`config.mk`:
```
export PLATFORM = sky130hd
export DESIGN_NAME = devstat_reg
export DESIGN_NICKNAME = d
export VERILOG_FILES = /design/src/rtl/devstat_pkg.sv /design/src/rtl/devstat_clrseq.sv /design/src/rtl/devstat_syncwd.sv /design/src/rtl/devstat_flags.sv /design/src/rtl/devstat_reg.sv
export SDC_FILE = /design/constraint.sdc
export NUM_CORES = 1
export LEC_CHECK = 0
export BUFFER_PORTS_ARGS = -buffer_cell sky130_fd_sc_hd__buf_2
export CORE_MARGIN = 1
export CORE_UTILIZATION = 46
export CTS_CLUSTER_SIZE = 8
export DETAILED_ROUTE_END_ITERATION = 10
export PLACE_DENSITY = 0.76
export SLEW_MARGIN = 10
export SYNTH_ARGS = -nofsm -noshare
export SYNTH_HDL_FRONTEND = slang
export SYNTH_SLANG_ARGS = --single-unit
```
`constraint.sdc`:
```
create_clock -name clk -period 1.75 [get_ports clk]
set_input_delay 0.35 -clock clk [delete_from_list [all_inputs] [get_ports clk]]
set_output_delay 0.35 -clock clk [all_outputs]
set_load 0.1 [all_outputs]
```
`src/rtl/devstat_pkg.sv`:
```
package devstat_pkg;
  // bit positions; the response byte layout depends on them
  localparam int BIT_ACTIVE = 7;
  localparam int BIT_EEP    = 6;
  localparam int BIT_RSTEV  = 5;
  localparam int BIT_EXT    = 4;
  localparam int BIT_SYNC   = 3;
  localparam int BIT_EEPCRC = 2;
  localparam int BIT_RAMCRC = 1;
  localparam int BIT_CAL    = 0;

  localparam int STAT_W = 8;

  localparam logic [STAT_W-1:0] STICKY_MASK = 8'b0110_1110;
  localparam logic [STAT_W-1:0] MAJOR_MASK  = 8'b0001_0111;
  localparam logic [STAT_W-1:0] RESET_VALUE = 8'b0010_0000;
endpackage

```
`src/rtl/devstat_clrseq.sv`:
```
module devstat_clrseq #(
  parameter logic [7:0] LEAD_CODE = 8'hC2,
  parameter logic [7:0] TAIL_CODE = 8'hC7
) (
  input  logic       clk,
  input  logic       rst,
  input  logic       cmd_valid,
  input  logic [7:0] cmd_byte,
  output logic       clr_hit
);
  logic armed;

  // armed tracks whether the most recent valid byte was the lead code
  always_ff @(posedge clk) begin
    if (rst) begin
      armed <= 1'b0;
    end else if (cmd_valid) begin
      armed <= (cmd_byte == LEAD_CODE);
    end
  end

  assign clr_hit = cmd_valid && armed && (cmd_byte == TAIL_CODE);
endmodule

```
`src/rtl/devstat_syncwd.sv`:
```
module devstat_syncwd #(
  parameter int TIMEOUT = 100_000_000
) (
  input  logic clk,
  input  logic rst,
  input  logic sync_pulse,
  output logic lost
);
  localparam int CW = $clog2(TIMEOUT + 1);
  localparam logic [CW-1:0] LIMIT = CW'(TIMEOUT);

  logic [CW-1:0] gap_cnt;

  // counts cycles since last pulse, saturating at the limit
  always_ff @(posedge clk) begin
    if (rst) begin
      gap_cnt <= '0;
    end else if (sync_pulse) begin
      gap_cnt <= '0;
    end else if (gap_cnt != LIMIT) begin
      gap_cnt <= gap_cnt + 1'b1;
    end
  end

  assign lost = (gap_cnt == LIMIT);
endmodule

```
`src/rtl/devstat_flags.sv`:
```
module devstat_flags
  import devstat_pkg::*;
(
  input  logic              clk,
  input  logic              rst,
  input  logic              active_any,
  input  logic [STAT_W-1:0] set_vec,
  input  logic              clr_hit,
  input  logic              ext_any,
  input  logic              cal_any,
  input  logic              recal_done,
  output logic [STAT_W-1:0] status,
  output logic              major_err
);
  logic [STAT_W-1:0] nxt;

  // per-bit next-state rule picked by the bit's class
  for (genvar i = 0; i < STAT_W; i++) begin : g_bit
    if (STICKY_MASK[i]) begin : g_sticky
      // set has priority over the clear sequence
      assign nxt[i] = set_vec[i] | (status[i] & ~clr_hit);
    end else if (i == BIT_ACTIVE) begin : g_live
      assign nxt[i] = active_any;
    end else if (i == BIT_EXT) begin : g_ext
      assign nxt[i] = ext_any | (status[i] & ~recal_done);
    end else if (i == BIT_CAL) begin : g_cal
      assign nxt[i] = cal_any | (status[i] & ~recal_done);
    end else begin : g_unused
      assign nxt[i] = 1'b0;
    end
  end

  always_ff @(posedge clk) begin
    if (rst) begin
      status    <= RESET_VALUE;
      major_err <= |(RESET_VALUE & MAJOR_MASK);
    end else begin
      status    <= nxt;
      major_err <= |(nxt & MAJOR_MASK);
    end
  end
endmodule

```
`src/rtl/devstat_reg.sv`:
```
module devstat_reg
  import devstat_pkg::*;
#(
  parameter int         NUM_KEYS     = 10,
  parameter int         SYNC_TIMEOUT = 100_000_000,
  parameter logic [7:0] CMD_STATUS   = 8'hC2,
  parameter logic [7:0] CMD_CLEAR    = 8'hC7
) (
  input  logic                clk,
  input  logic                rst,
  input  logic [NUM_KEYS-1:0] key_active,
  input  logic [NUM_KEYS-1:0] key_extreme,
  input  logic [NUM_KEYS-1:0] key_calerr,
  input  logic                eep_fail_stb,
  input  logic                eep_crc_stb,
  input  logic                ram_crc_stb,
  input  logic                sync_pulse,
  input  logic                recal_done,
  input  logic                cmd_valid,
  input  logic [7:0]          cmd_byte,
  output logic [STAT_W-1:0]   status,
  output logic                major_err
);
  logic              clr_hit;
  logic              sync_lost;
  logic [STAT_W-1:0] set_vec;

  devstat_clrseq #(
    .LEAD_CODE (CMD_STATUS),
    .TAIL_CODE (CMD_CLEAR)
  ) i_clrseq (
    .clk       (clk),
    .rst       (rst),
    .cmd_valid (cmd_valid),
    .cmd_byte  (cmd_byte),
    .clr_hit   (clr_hit)
  );

  devstat_syncwd #(
    .TIMEOUT (SYNC_TIMEOUT)
  ) i_syncwd (
    .clk        (clk),
    .rst        (rst),
    .sync_pulse (sync_pulse),
    .lost       (sync_lost)
  );

  // route event sources onto their sticky bit positions
  always_comb begin
    set_vec             = '0;
    set_vec[BIT_EEP]    = eep_fail_stb;
    set_vec[BIT_SYNC]   = sync_lost;
    set_vec[BIT_EEPCRC] = eep_crc_stb;
    set_vec[BIT_RAMCRC] = ram_crc_stb;
  end

  devstat_flags i_flags (
    .clk        (clk),
    .rst        (rst),
    .active_any (|key_active),
    .set_vec    (set_vec),
    .clr_hit    (clr_hit),
    .ext_any    (|key_extreme),
    .cal_any    (|key_calerr),
    .recal_done (recal_done),
    .status     (status),
    .major_err  (major_err)
  );
endmodule

```
# Word level (Yosys, flattened, before mapping)
# Cells that the tools add are included.
# totals
reg_bits	37
in_bits	46
out_inout_bits	9
wordCells	31
# op_classes
addsub	1
eq_ne	4
bitwise_logic	15
n_reduce_logical	7
# op_table
cell	count
10-bit OR reduction	3
27-bit by 1-bit adder with 27-bit output (second input constant)	1
27-bit == test (second input constant)	1
27-bit != test (second input constant)	1
8-bit == test (second input constant)	2
1-bit bitwise AND	7
1-bit bitwise OR	6
4-bit OR reduction	1
1-bit logical AND	2
1-bit inverter	2
2-bit OR reduction	1

# Logic depth before layout (Yosys ltp)
# depth
word_depth	6
mapped_depth	7
mapped_depth_nobuf	6

# Cells and area by module
# Synthesis repeated with hierarchy kept, for this count alone.
# unflattened
cells_unflattened	225
area_unflattened_um2	1850.5
# by_module_without_submodules
mod	instances	cells_per_inst	area_each_um2	seq_area_each_um2
devstat_syncwd	1	168	1375.1	540.5
devstat_flags	1	36	327.8	180.2
devstat_clrseq	1	8	80.1	20.0
devstat_reg	1	13	67.6	0.0

# Worst setup path before layout
# Ideal clock, no wire load.
# synth_path
path_type	register -> register
from	reg i_syncwd.gap_cnt[0]
to	reg i_syncwd.gap_cnt[18]
setup_ns	0.070
arrival_ns	1.700
t_required_ns	1.680
slack_ns	-0.020
stages_incl_launch_ff	8
path_buffers	2
synth_period_minus_slack_ns	1.770
cell_sequence	dfxtp_1 ha_1 and3_1 buf_2 nand2_1 buf_2 or4_2 a21oi_1
# synth_via
elab_chain_cells	1
word_cells_on_any_way	2
classes_between	add/sub (1); eq/ne (1)
# synth_rtl
item	line	source
start: declaration	devstat_syncwd.sv:12	logic [CW-1:0] gap_cnt;
start signal: assignment	devstat_syncwd.sv:21	gap_cnt <= gap_cnt + 1'b1;
27-bit by 1-bit adder with 27-bit output / 27-bit != test (equally long branches)	devstat_syncwd.sv:21, devstat_syncwd.sv:20	
# Parallel ways exist; a longest one is shown, timed or not.
# A chain may end at the register's enable or synchronous reset.

# Worst setup path after layout
# layout_path
from	reg i_syncwd.gap_cnt[17]
to	reg i_syncwd.gap_cnt[26]
# Same word-level chain as after synthesis.

==> results.json <==
{
  "status": "complete, no violations",
  "endpoint_kind": "flip-flop",
  "ys.warnings.count": 0,
  "rows": 22,
  "slowest_delay_ns": 0.48,
  "synth_area_leaders": "dfxtp_1 41%, nor2_1 4.4%, a21oi_1 3.9%",
  "synthAdderAreaFrac_pct": 1.39,
  "via_per_inst": 5.59,
  "vdd_ir_drop_max_mv": 0.494,
  "r2r-start": "i_syncwd.gap_cnt[17]",
  "hold_end": "i_flags.status[6]",
  "grt_pass1_vias": 1734,
  "yosys.cell_count.top_type": "dfxtp_1",
  "worstSetupPathType": "flip-flop to flip-flop",
  "worst_pin_slew_ns": 0.485,
  "synth_area_sq_mm": 0.00180,
  "ys_types": 43,
  "crit_family": "simple AND/OR/NAND/NOR gates",
  "firstDrtPassIters": 4,
  "power.leakage_nw": 0.967,
  "power_mw": 1.63,
  "reg2reg_depth": 4,
  "syn_nets": 255,
  "muxShareOfSynthArea_pct": 2.22,
  "clockRootBuffer": "clkbuf_8",
  "hold_path_depth": 3,
  "hpwl_microns": 3160,
  "cts_hold_buffers": 0,
  "antenna_found_initial": 0,
  "drcViolationCount": 0,
  "clockPowerShare_pct": 35.9,
  "critPathSlowestCell": "or4_4",
  "post-route-util_pct": 64.9,
  "cts_tree": "yes",
  "worstSetupStartpoint": "i_syncwd.gap_cnt[17]",
  "drv_cap": 0,
  "grt_usage_pct": 22.2,
  "crit_required_ns": 1.94,
  "ys.flop_type": "dfxtp_1",
  "grt_max_degree": 17,
  "ys_async_sr_fraction_pct": 0,
  "yosysTopAreaCell": "dfxtp_1",
  "final_cell_area_sq_mm": 0.00241,
  "placed_area_sq_mm": 0.00225,
  "p_sw_uw": 437,
  "synthCells": 207,
  "start_util_pct": 48.5,
  "core-area_sq_mm": 0.00372,
  "hold_viol_final": 0,
  "yosys.area.top_type_share_pct": 41.1,
  "synth_seq_cells": 37,
  "pwr-share-comb_pct": 11.3,
  "min_period_ns": 1.66,
  "ios": 55,
  "drtIter0Drc": 113,
  "area_delta_synth_final_pct": 33.8,
  "pre_cts_slack_ns": 0.0418,
  "finClkSkew_ns": 0.00759,
  "yosysSeqAreaShare_pct": 41.1,
  "synth_common_cells": "37 x dfxtp_1, 21 x nor2_1, 15 x nand2_1",
  "slew_headroom_pct": 67.5,
  "cts_inserted_buffers": 5,
  "crit_path_max_fanout": 5,
  "synth_edf_count": 0,
  "clockBufferDepth": 2,
  "htreeDepth": 2,
  "path_clk_slew_ns": 0.08,
  "die_x_microns": 64.6,
  "reg2reg_to": "i_syncwd.gap_cnt[26]",
  "fin_nets": 329,
  "die_y_microns": 64.6,
  "crit_chain": "nand4_4 -> or3_4 -> or4_4 -> mux2i_1",
  "p_int_mw": 1.19,
  "antennaDiodeCount": 0,
  "ant_nets": 0,
  "clock_latency_ns": 0.29,
  "synth.avg_cell_area_sq_um": 8.71,
  "critPathArrivalTime_ns": 1.85,
  "holdWs_ns": 0.261,
  "drt_wl_total_microns": 4100,
  "setup_ws_ns": 0.0858,
  "finalCritPeriodShare_pct": 95.1,
  "seqPwrFrac_pct": 52.8,
  "layout-drive-gt1-share_pct": 39.7,
  "cp-start-kind": "flip-flop",
  "io_buffers": 54,
  "min_path_type": "input pin to flip-flop",
  "grt_pass1_wl_microns": 7210,
  "gr-total-overflow": 0,
  "swShare_pct": 26.9,
  "via_count": 1845,
  "dieArea_sq_mm": 0.00417,
  "min_from": "eep_fail_stb",
  "slew_violations": 0,
  "synth_compound_area_share_pct": 13.3,
  "cts.sinks": 37,
  "synth_top_family_by_area": "simple AND/OR/NAND/NOR gates",
  "synth-xor-area-share_pct": 4.86,
  "place_congestion": 0.822,
  "path_buf_inv": 0,
  "setup_violations": 0,
  "rrSetupSlack_ns": 0.09,
  "max_freq_mhz": 601,
  "routedWlPerCell_microns": 12.4,
  "yosys.area_share.simple_pct": 34.6,
  "power_density_mw_per_mm2": 674
}
==> layout by cell type, fill, tap and decap left out, types with 7 or more instances in the layout <==
master,instances
dfxtp_2,8
buf_2,54
nand2_1,14
nand3_1,9
buf_4,21
nor2_1,21
a21oi_1,14
dfxtp_1,27
nor4_1,10
nand4_1,10
o31ai_1,7
==> per-stage QoR <==
step | setup TNS (ns) | instances
2_1_floorplan | 0 | 207
3_3_place_gp | 0 | 321
3_5_place_dp | 0 | 321
4_1_cts | 0 | 329
5_1_grt | -0.0155 | 330
6_report | 0 | 330
==> power by group through the flow <==
stage | logic [mW] | clock network [mW] | registers [mW]
2_1_floorplan | 0.0371 | 0 | 0.951
3_3_place_gp | 0.179 | 0 | 0.880
3_5_place_dp | 0.182 | 0 | 0.880
4_1_cts | 0.182 | 0.601 | 0.861
5_1_grt | 0.198 | 0.631 | 0.860
6_report | 0.184 | 0.584 | 0.858
==> worst register-to-register path: cells and delay by family (launching register included) <==
kind          cells  cell delay [ns]
mux               1             0.12
simple gates      3             0.99
flops             1             0.44
==> timing repair <==
action | 4_1_cts | 5_1_grt
gates resized for setup | 0 | 22
setup endpoints to repair | 0 | 13
setup buffers | 0 | 1
==> registers in the layout, summed over array words and instances (netlist names) <==
name	count
i_flags.status	8
i_clrseq.armed	1
i_syncwd.gap_cnt	27
i_flags.major_err	1
==> cells by family (layout without fill, tap and decap cells) <==
family,after synthesis,in the layout
buffers and inverters,11,86
muxes,4,4
and+or+nand+nor,106,106
xor gates and xnor gates,10,10
adders and majority gates,2,2
DFF,37,37
AOI/OAI and AO/OA,37,37
==> metal layers <==
metal	wire length [microns]	vias up	GRT usage [%]
met3	266	5	5.63
met1	1880	846	27.2
met5	0	-	0
li1	-	932	-
met4	51	0	8.06
met2	1900	62	37.4
==> area by class of cell <==
| class | instances | area (sq um) |
|---|---|---|
| sequential | 37 | 758 |
| fill | 337 | 1300 |
| clock inverter | 3 | 17.5 |
| timing repair buffer | 75 | 428 |
| multi-input combinational | 159 | 1070 |
| tap | 48 | 60.1 |
| clock buffer | 5 | 68.8 |
| inverter | 3 | 11.3 |
==> how the worst max path moves through the flow <==
stage / to / slack, ns / cells past startpoint
after floorplan: i_syncwd.gap_cnt[18] / 0.01 / 7
after global placement: i_syncwd.gap_cnt[17] / 0.08 / 5
after detailed placement: i_syncwd.gap_cnt[20] / 0.04 / 5
after CTS: i_syncwd.gap_cnt[17] / 0.03 / 5
after global routing: i_syncwd.gap_cnt[0] / -0.02 / 5
final: i_syncwd.gap_cnt[26] / 0.09 / 4
(Power assumes the default switching activity.)
